### config.mk
export PLATFORM = sky130hd
export DESIGN_NAME = lnk_train
export DESIGN_NICKNAME = d
export VERILOG_FILES = /design/src/rtl/lnk_train_pkg.sv /design/src/rtl/lnk_frm_cnt.sv /design/src/rtl/lnk_spd_pick.sv /design/src/rtl/lnk_tmo.sv /design/src/rtl/lnk_train.sv
export SDC_FILE = /design/constraint.sdc
export NUM_CORES = 1
export LEC_CHECK = 0
export ABC_AREA = 1
export ABC_CLOCK_PERIOD_IN_PS = 2400
export CORE_MARGIN = 8
export CORE_UTILIZATION = 35
export CTS_BUF_LIST = sky130_fd_sc_hd__clkbuf_8
export DETAILED_ROUTE_END_ITERATION = 16
export PLACE_DENSITY_LB_ADDON = 0.12
export SETUP_SLACK_MARGIN = 0.02
export SYNTH_ARGS = -nofsm -noshare
export SYNTH_HDL_FRONTEND = slang
export SYNTH_SLANG_ARGS = --single-unit
### constraint.sdc
create_clock -name clk -period 2.4 [get_ports clk]
set_input_delay 0.48 -clock clk [delete_from_list [all_inputs] [get_ports clk]]
set_output_delay 0.48 -clock clk [all_outputs]
set_load 0.005 [all_outputs]
### src/rtl/lnk_train_pkg.sv
package lnk_train_pkg;

  typedef enum logic [1:0] {
    ST_DET  = 2'd0,
    ST_SPD  = 2'd1,
    ST_RALN = 2'd2,
    ST_OP   = 2'd3
  } lt_state_e;

  localparam logic [1:0] FT_IDLE = 2'd0;
  localparam logic [1:0] FT_DET  = 2'd1;
  localparam logic [1:0] FT_SPD  = 2'd2;
  localparam logic [1:0] FT_OPR  = 2'd3;

  function automatic logic [1:0] frame_for(lt_state_e s);
    case (s)
      ST_DET:  return FT_DET;
      ST_SPD:  return FT_SPD;
      ST_RALN: return FT_SPD;
      default: return FT_OPR;
    endcase
  endfunction

endpackage

### src/rtl/lnk_frm_cnt.sv
module lnk_frm_cnt #(
  parameter int W = 8
) (
  input  logic         clk,
  input  logic         rst,
  input  logic         clr,
  input  logic         inc,
  output logic [W-1:0] cnt
);
  localparam logic [W-1:0] SAT = {W{1'b1}};

  always_ff @(posedge clk) begin
    if (rst || clr) cnt <= '0;
    else if (inc && cnt != SAT) cnt <= cnt + 1'b1;
  end
endmodule

### src/rtl/lnk_spd_pick.sv
module lnk_spd_pick #(
  parameter int N  = 4,
  parameter int SW = 2
) (
  input  logic [N-1:0]  loc,
  input  logic [N-1:0]  par,
  output logic [SW-1:0] sel
);
  logic [N-1:0] both;
  assign both = loc & par;

  always_comb begin
    sel = '0;
    for (int i = 0; i < N; i++) begin
      if (both[i]) sel = SW'(i);
    end
  end
endmodule

### src/rtl/lnk_tmo.sv
module lnk_tmo #(
  parameter int LIM = 5_000_000
) (
  input  logic clk,
  input  logic rst,
  input  logic run,
  output logic expired
);
  localparam int CW = (LIM > 2) ? $clog2(LIM) : 1;
  localparam logic [CW-1:0] LAST = CW'(LIM - 1);

  logic [CW-1:0] cyc;

  always_ff @(posedge clk) begin
    if (rst || !run) cyc <= '0;
    else if (cyc != LAST) cyc <= cyc + 1'b1;
  end

  assign expired = run && (cyc == LAST);
endmodule

### src/rtl/lnk_train.sv
module lnk_train
  import lnk_train_pkg::*;
#(
  parameter bit          IS_CTRL    = 1'b1,
  parameter int          SPD_W      = 4,
  parameter logic [SPD_W-1:0] LCL_CAP = 4'b1011,
  parameter int          DET_TX_MIN = 255,
  parameter int          DET_RX_MIN = 7,
  parameter int          SPD_TX_MIN = 7,
  parameter int          SPD_RX_MIN = 3,
  parameter int          TMO_CYC    = 5_000_000,
  localparam int         SEL_W      = (SPD_W > 1) ? $clog2(SPD_W) : 1
) (
  input  logic             clk,
  input  logic             rst,
  input  logic             aligned,
  input  logic             pll_lock,
  input  logic             tx_done,
  input  logic             rx_vld,
  input  logic [1:0]       rx_type,
  input  logic [SPD_W-1:0] partner_cap,
  output logic [1:0]       tx_type,
  output logic             speed_req,
  output logic [SEL_W-1:0] speed_sel,
  output logic             op,
  output logic [1:0]       state,
  output logic             state_chg
);
  localparam int MAX_A  = (DET_TX_MIN > DET_RX_MIN) ? DET_TX_MIN : DET_RX_MIN;
  localparam int MAX_B  = (SPD_TX_MIN > SPD_RX_MIN) ? SPD_TX_MIN : SPD_RX_MIN;
  localparam int MAX_TH = (MAX_A > MAX_B) ? MAX_A : MAX_B;
  localparam int CNT_W  = $clog2(MAX_TH + 1);
  localparam logic [CNT_W-1:0] DET_TX_TH = CNT_W'(DET_TX_MIN);
  localparam logic [CNT_W-1:0] DET_RX_TH = CNT_W'(DET_RX_MIN);
  localparam logic [CNT_W-1:0] SPD_TX_TH = CNT_W'(SPD_TX_MIN);
  localparam logic [CNT_W-1:0] SPD_RX_TH = CNT_W'(SPD_RX_MIN);

  lt_state_e        st, nxt;
  logic [CNT_W-1:0] tx_cnt, rx_cnt;
  logic             tx_inc, rx_inc, cnt_clr;
  logic             spd_done, tmo_exp, det_done, early;
  logic [SEL_W-1:0] pick;

  // ---- frame counters -------------------------------------------------
  assign tx_inc = tx_done && (st == ST_SPD || (st == ST_DET && aligned));
  assign rx_inc = rx_vld && ((st == ST_DET && aligned && rx_type == FT_DET) ||
                             (st == ST_SPD && rx_type == FT_SPD));
  assign cnt_clr = (nxt != st);

  lnk_frm_cnt #(.W(CNT_W)) u_txc (
    .clk(clk), .rst(rst), .clr(cnt_clr), .inc(tx_inc), .cnt(tx_cnt)
  );
  lnk_frm_cnt #(.W(CNT_W)) u_rxc (
    .clk(clk), .rst(rst), .clr(cnt_clr), .inc(rx_inc), .cnt(rx_cnt)
  );

  // ---- role-dependent speed-stage exit --------------------------------
  generate
    if (IS_CTRL) begin : g_ctrl
      assign spd_done = (tx_cnt >= SPD_TX_TH);
    end else begin : g_host
      assign spd_done = (rx_cnt >= SPD_RX_TH);
    end
  endgenerate

  // ---- rate choice and realignment timer ------------------------------
  lnk_spd_pick #(.N(SPD_W), .SW(SEL_W)) u_pick (
    .loc(LCL_CAP), .par(partner_cap), .sel(pick)
  );

  lnk_tmo #(.LIM(TMO_CYC)) u_tmo (
    .clk(clk), .rst(rst), .run(st == ST_RALN), .expired(tmo_exp)
  );

  // ---- state machine --------------------------------------------------
  assign early    = rx_vld && (rx_type == FT_SPD);
  assign det_done = aligned && (tx_cnt >= DET_TX_TH) && (rx_cnt >= DET_RX_TH);

  always_comb begin
    nxt = st;
    case (st)
      ST_DET:  if (early || det_done) nxt = ST_SPD;
      ST_SPD:  if (spd_done) nxt = ST_RALN;
      ST_RALN: begin
        if (aligned && pll_lock) nxt = ST_OP;
        else if (tmo_exp)        nxt = ST_DET;
      end
      default: if (!aligned) nxt = ST_DET;
    endcase
  end

  always_ff @(posedge clk) begin
    if (rst) begin
      st        <= ST_DET;
      op        <= 1'b0;
      tx_type   <= FT_DET;
      state_chg <= 1'b0;
      speed_req <= 1'b0;
      speed_sel <= '0;
    end else begin
      st        <= nxt;
      op        <= (nxt == ST_OP);
      tx_type   <= frame_for(nxt);
      state_chg <= (nxt != st);
      speed_req <= (st == ST_SPD) && (nxt == ST_RALN);
      if (st == ST_SPD && nxt == ST_RALN) speed_sel <= pick;
    end
  end

  assign state = st;

  // ---- assertions -----------------------------------------------------
  a_r2_hold_det: assert property (@(posedge clk) disable iff (rst)
    (st == ST_DET && !early && tx_cnt < DET_TX_TH) |=> (st == ST_DET));

  a_r3_early_adv: assert property (@(posedge clk) disable iff (rst)
    (st == ST_DET && rx_vld && rx_type == FT_SPD) |=> (st == ST_SPD));

  a_r7_req_pulse: assert property (@(posedge clk) disable iff (rst)
    speed_req |=> !speed_req);

  a_r7_req_entry: assert property (@(posedge clk) disable iff (rst)
    speed_req |-> (st == ST_RALN && $past(st) == ST_SPD));

  a_r8_realign_ok: assert property (@(posedge clk) disable iff (rst)
    (st == ST_RALN && aligned && pll_lock) |=> (st == ST_OP && op));

  a_r9_timeout: assert property (@(posedge clk) disable iff (rst)
    (st == ST_RALN && tmo_exp && !(aligned && pll_lock)) |=> (st == ST_DET));

  a_r10_op_flag: assert property (@(posedge clk) disable iff (rst)
    op |-> (st == ST_OP));

  a_r10_loss: assert property (@(posedge clk) disable iff (rst)
    (st == ST_OP && !aligned) |=> (st == ST_DET));

  a_r11_chg_pulse: assert property (@(posedge clk) disable iff (rst)
    (st != $past(st)) |-> state_chg);

  a_r12_cnt_clear: assert property (@(posedge clk) disable iff (rst)
    state_chg |-> (tx_cnt == '0 && rx_cnt == '0));

endmodule

==> metrics.cfg <==
[logic_synthesis]
synth.distinct_cells = 39
synthFlopType = dfxtp_1
synth_area_sq_um = 2570
synth_area_leaders = dfxtp_1 (37%), nand2_1 (9.9%), inv_1 (7.2%)
netlist_instances = 358
synth_top_area_frac = 0.374
synth.avg_cell_area_sq_um = 7.18
yosysSeqAreaShare = 0.374
synth.ff_latch_count = 48
yosys_warnings = 0
yosys.area.top_type = dfxtp_1
post-synth-top-count-cell = nand2_1
async_reset_ff_frac = 0
synth_common_cells = nand2_1 (68), inv_1 (49), dfxtp_1 (48)
synth_edf_count = 0
synth_nets = 376

[floorplanning]
rows = 31
io_pins = 21
die-area_sq_um = 10300
initial_core_util = 0.358
core_sq_um = 7180
die_h_um = 102
fp.dieW_um = 102

[clocking]
postCtsSetupBuffers = 0
numCtsBuffers = 5
clkLatencyLatePin_ns = 0.30
clkTransAtPathRegs_ns = 0.10
clock-sinks = 48
cts_resized = 0
root_buffer = clkbuf_8
cts_tree = done
holdBufCountCts = 0
h-tree-depth = 2
clockBufferDepth = 2

[routing]
drc = 0
routed_wl_um = 5200
ant_nets = 0
vias = 2154
drtIter0Drc = 74
drt-pass1-iter-count = 4
wire_per_inst_um = 10.8
via_per_inst = 4.46

[finish]
n_antenna_cell = 0
syn_to_final_growth_pct = 15.4
fin_cells = 483
nets = 402
nFillCells = 727
drive_gt1_frac = 0.146

[power]
p_leak_nw = 1.06
power_density_nw_per_um2 = 474
vdd_ir_drop_max_mv = 0.203

[worst_setup_path]
r2r-end = tx_type[0]
cp.arrival_ns = 2.29
worstPathRequired_ns = 2.60
critPathLaunchType = flip-flop
reg2reg_from = u_tmo.cyc[0]
reg2reg_depth = 10
worst-path-max-fanout = 7
setup.worst_path.end_class = flip-flop
crit_type = flip-flop to flip-flop
rrSetupSlack_ns = 0.31

[grt]
use_met2 = 0.178
grtUsageTotal = 0.111
use_met1 = 0.143
grt_max_degree = 17
grt.busiest_layer = met2
grt_pass1_vias = 2042
overflow = 0
antenna_found_initial = 0
grt_pass1_wl_um = 9290
grt_use_met3 = 0.0261

[min_path]
hp-class = flip-flop to flip-flop
hold_end = speed_sel[1]
hold_depth = 2
hp-start = speed_sel[1]

[run]
maxCapViolCount = 0

[sta]
tns_ns = 0
fin_crit_sh = 0.869
hold_ws_ns = 0.463
rsz0062_at_grt = no
finalHoldViolCount = 0
fmax_mhz = 480
period_needed_ns = 2.09
maxSlewViolCount = 0
setup_violations = 0
tightest_slew_ns = 0.352
clock_skew_ns = 0.0154
relSlewSlack = 0.763

[place]
placed_cells = 476
portBuffers = 18
place.gp.congestion = 0.780
hpwl_um = 3890

[run_status]
status = finished, final reports clean

cell families (layout without fill, tap and decap cells):
group                    Yosys count  after routing  synth area share
AO/OA/AOI/OAI                     50             50             0.108
multiplexers                       1              1           0.00438
adder cells (fa/ha/maj)            6              6            0.0292
AND/OR/NAND/NOR                  178            178             0.343
flip-flops                        48             48             0.374
buffers and inverters             62             88            0.0978
XOR/XNOR                          13             13            0.0443
layout by cell type (no fill, tap or decap), types with 7 or more instances in the layout:
cell type        instances
nor2_2                  13
nand2_1                 68
xnor2_1                  7
nand3_1                 17
dfxtp_1                 48
clkdlybuf4s50_1         18
o21ai_0                 18
nor2_1                  40
inv_1                   49
inv_2                    8
nor3_1                   7
a21oi_1                 23
nand4_1                  7
metal layers:
| layer | part of all wire | vias up | routed length, um |
|---|---|---|---|
| li1 | - | 1191 | - |
| met1 | 0.52 | 944 | 2700 |
| met2 | 0.44 | 15 | 2290 |
| met3 | 0.028 | 4 | 147 |
| met4 | 0.011 | 0 | 55 |
| met5 | 0 | - | 0 |
state kept, by name (all words and copies together), names as in the netlist:
register   flops
tx_type        2
u_tmo.cyc     23
speed_req      1
speed_sel      2
op             1
state_chg      1
u_rxc.cnt      8
u_txc.cnt      8
state          2
power by group:
group / internal [W] / total, W / switching [W]
Sequential: 0.000803 / 0.000808 / 0.00000482
Clock: 0.000230 / 0.000506 / 0.000275
Combinational: 0.0000412 / 0.0000920 / 0.0000508
Total: 0.00107 / 0.00141 / 0.000331
critical path, cell delays in order, from the launching register on:
cell and delay, ns:
dfxtp_1 0.38, ha_1 0.21, nand3_1 0.15, nor2_1 0.16
nand3_2 0.18, nand2_2 0.11, nand3_2 0.06, nand2_1 0.11
inv_1 0.08, ha_1 0.26, or2_2 0.27
through the flow:
step	power, W	area (sq um)	util	worst slack, ns
finish	0.00141	2970	0.414	0.315
global route	0.00147	2970	0.414	0.111
CTS	0.00144	2970	0.414	0.277
detailed placement	0.000920	2880	0.401	0.0759
global placement	0.000921	2880	0.401	0.0528
floorplan	0.000885	2570	-	0.541
worst max-delay path by stage:
| stage | from | endpoint | slack, ns |
|---|---|---|---|
| after CTS | u_tmo.cyc[0] | tx_type[0] | 0.28 |
| after global routing | u_tmo.cyc[0] | tx_type[0] | 0.11 |
| after detailed placement | rx_type[1] | tx_type[0] | 0.08 |
| after floorplan | u_txc.cnt[0] | tx_type[0] | 0.54 |
| after global placement | rx_type[1] | tx_type[0] | 0.05 |
| final | u_tmo.cyc[0] | tx_type[0] | 0.31 |
area by class of cell:
| cell class | instances | area (sq um) | area share |
|---|---|---|---|
| clock inverter | 1 | 8.76 | 0.00295 |
| sequential | 48 | 961 | 0.324 |
| inverter | 59 | 223 | 0.0750 |
| multi-input combinational | 248 | 1360 | 0.458 |
| timing repair buffer | 22 | 210 | 0.0708 |
| tap | 99 | 124 | 0.0417 |
| clock buffer | 6 | 82.6 | 0.0278 |
No activity file was read; power rests on OpenSTA's default activity.
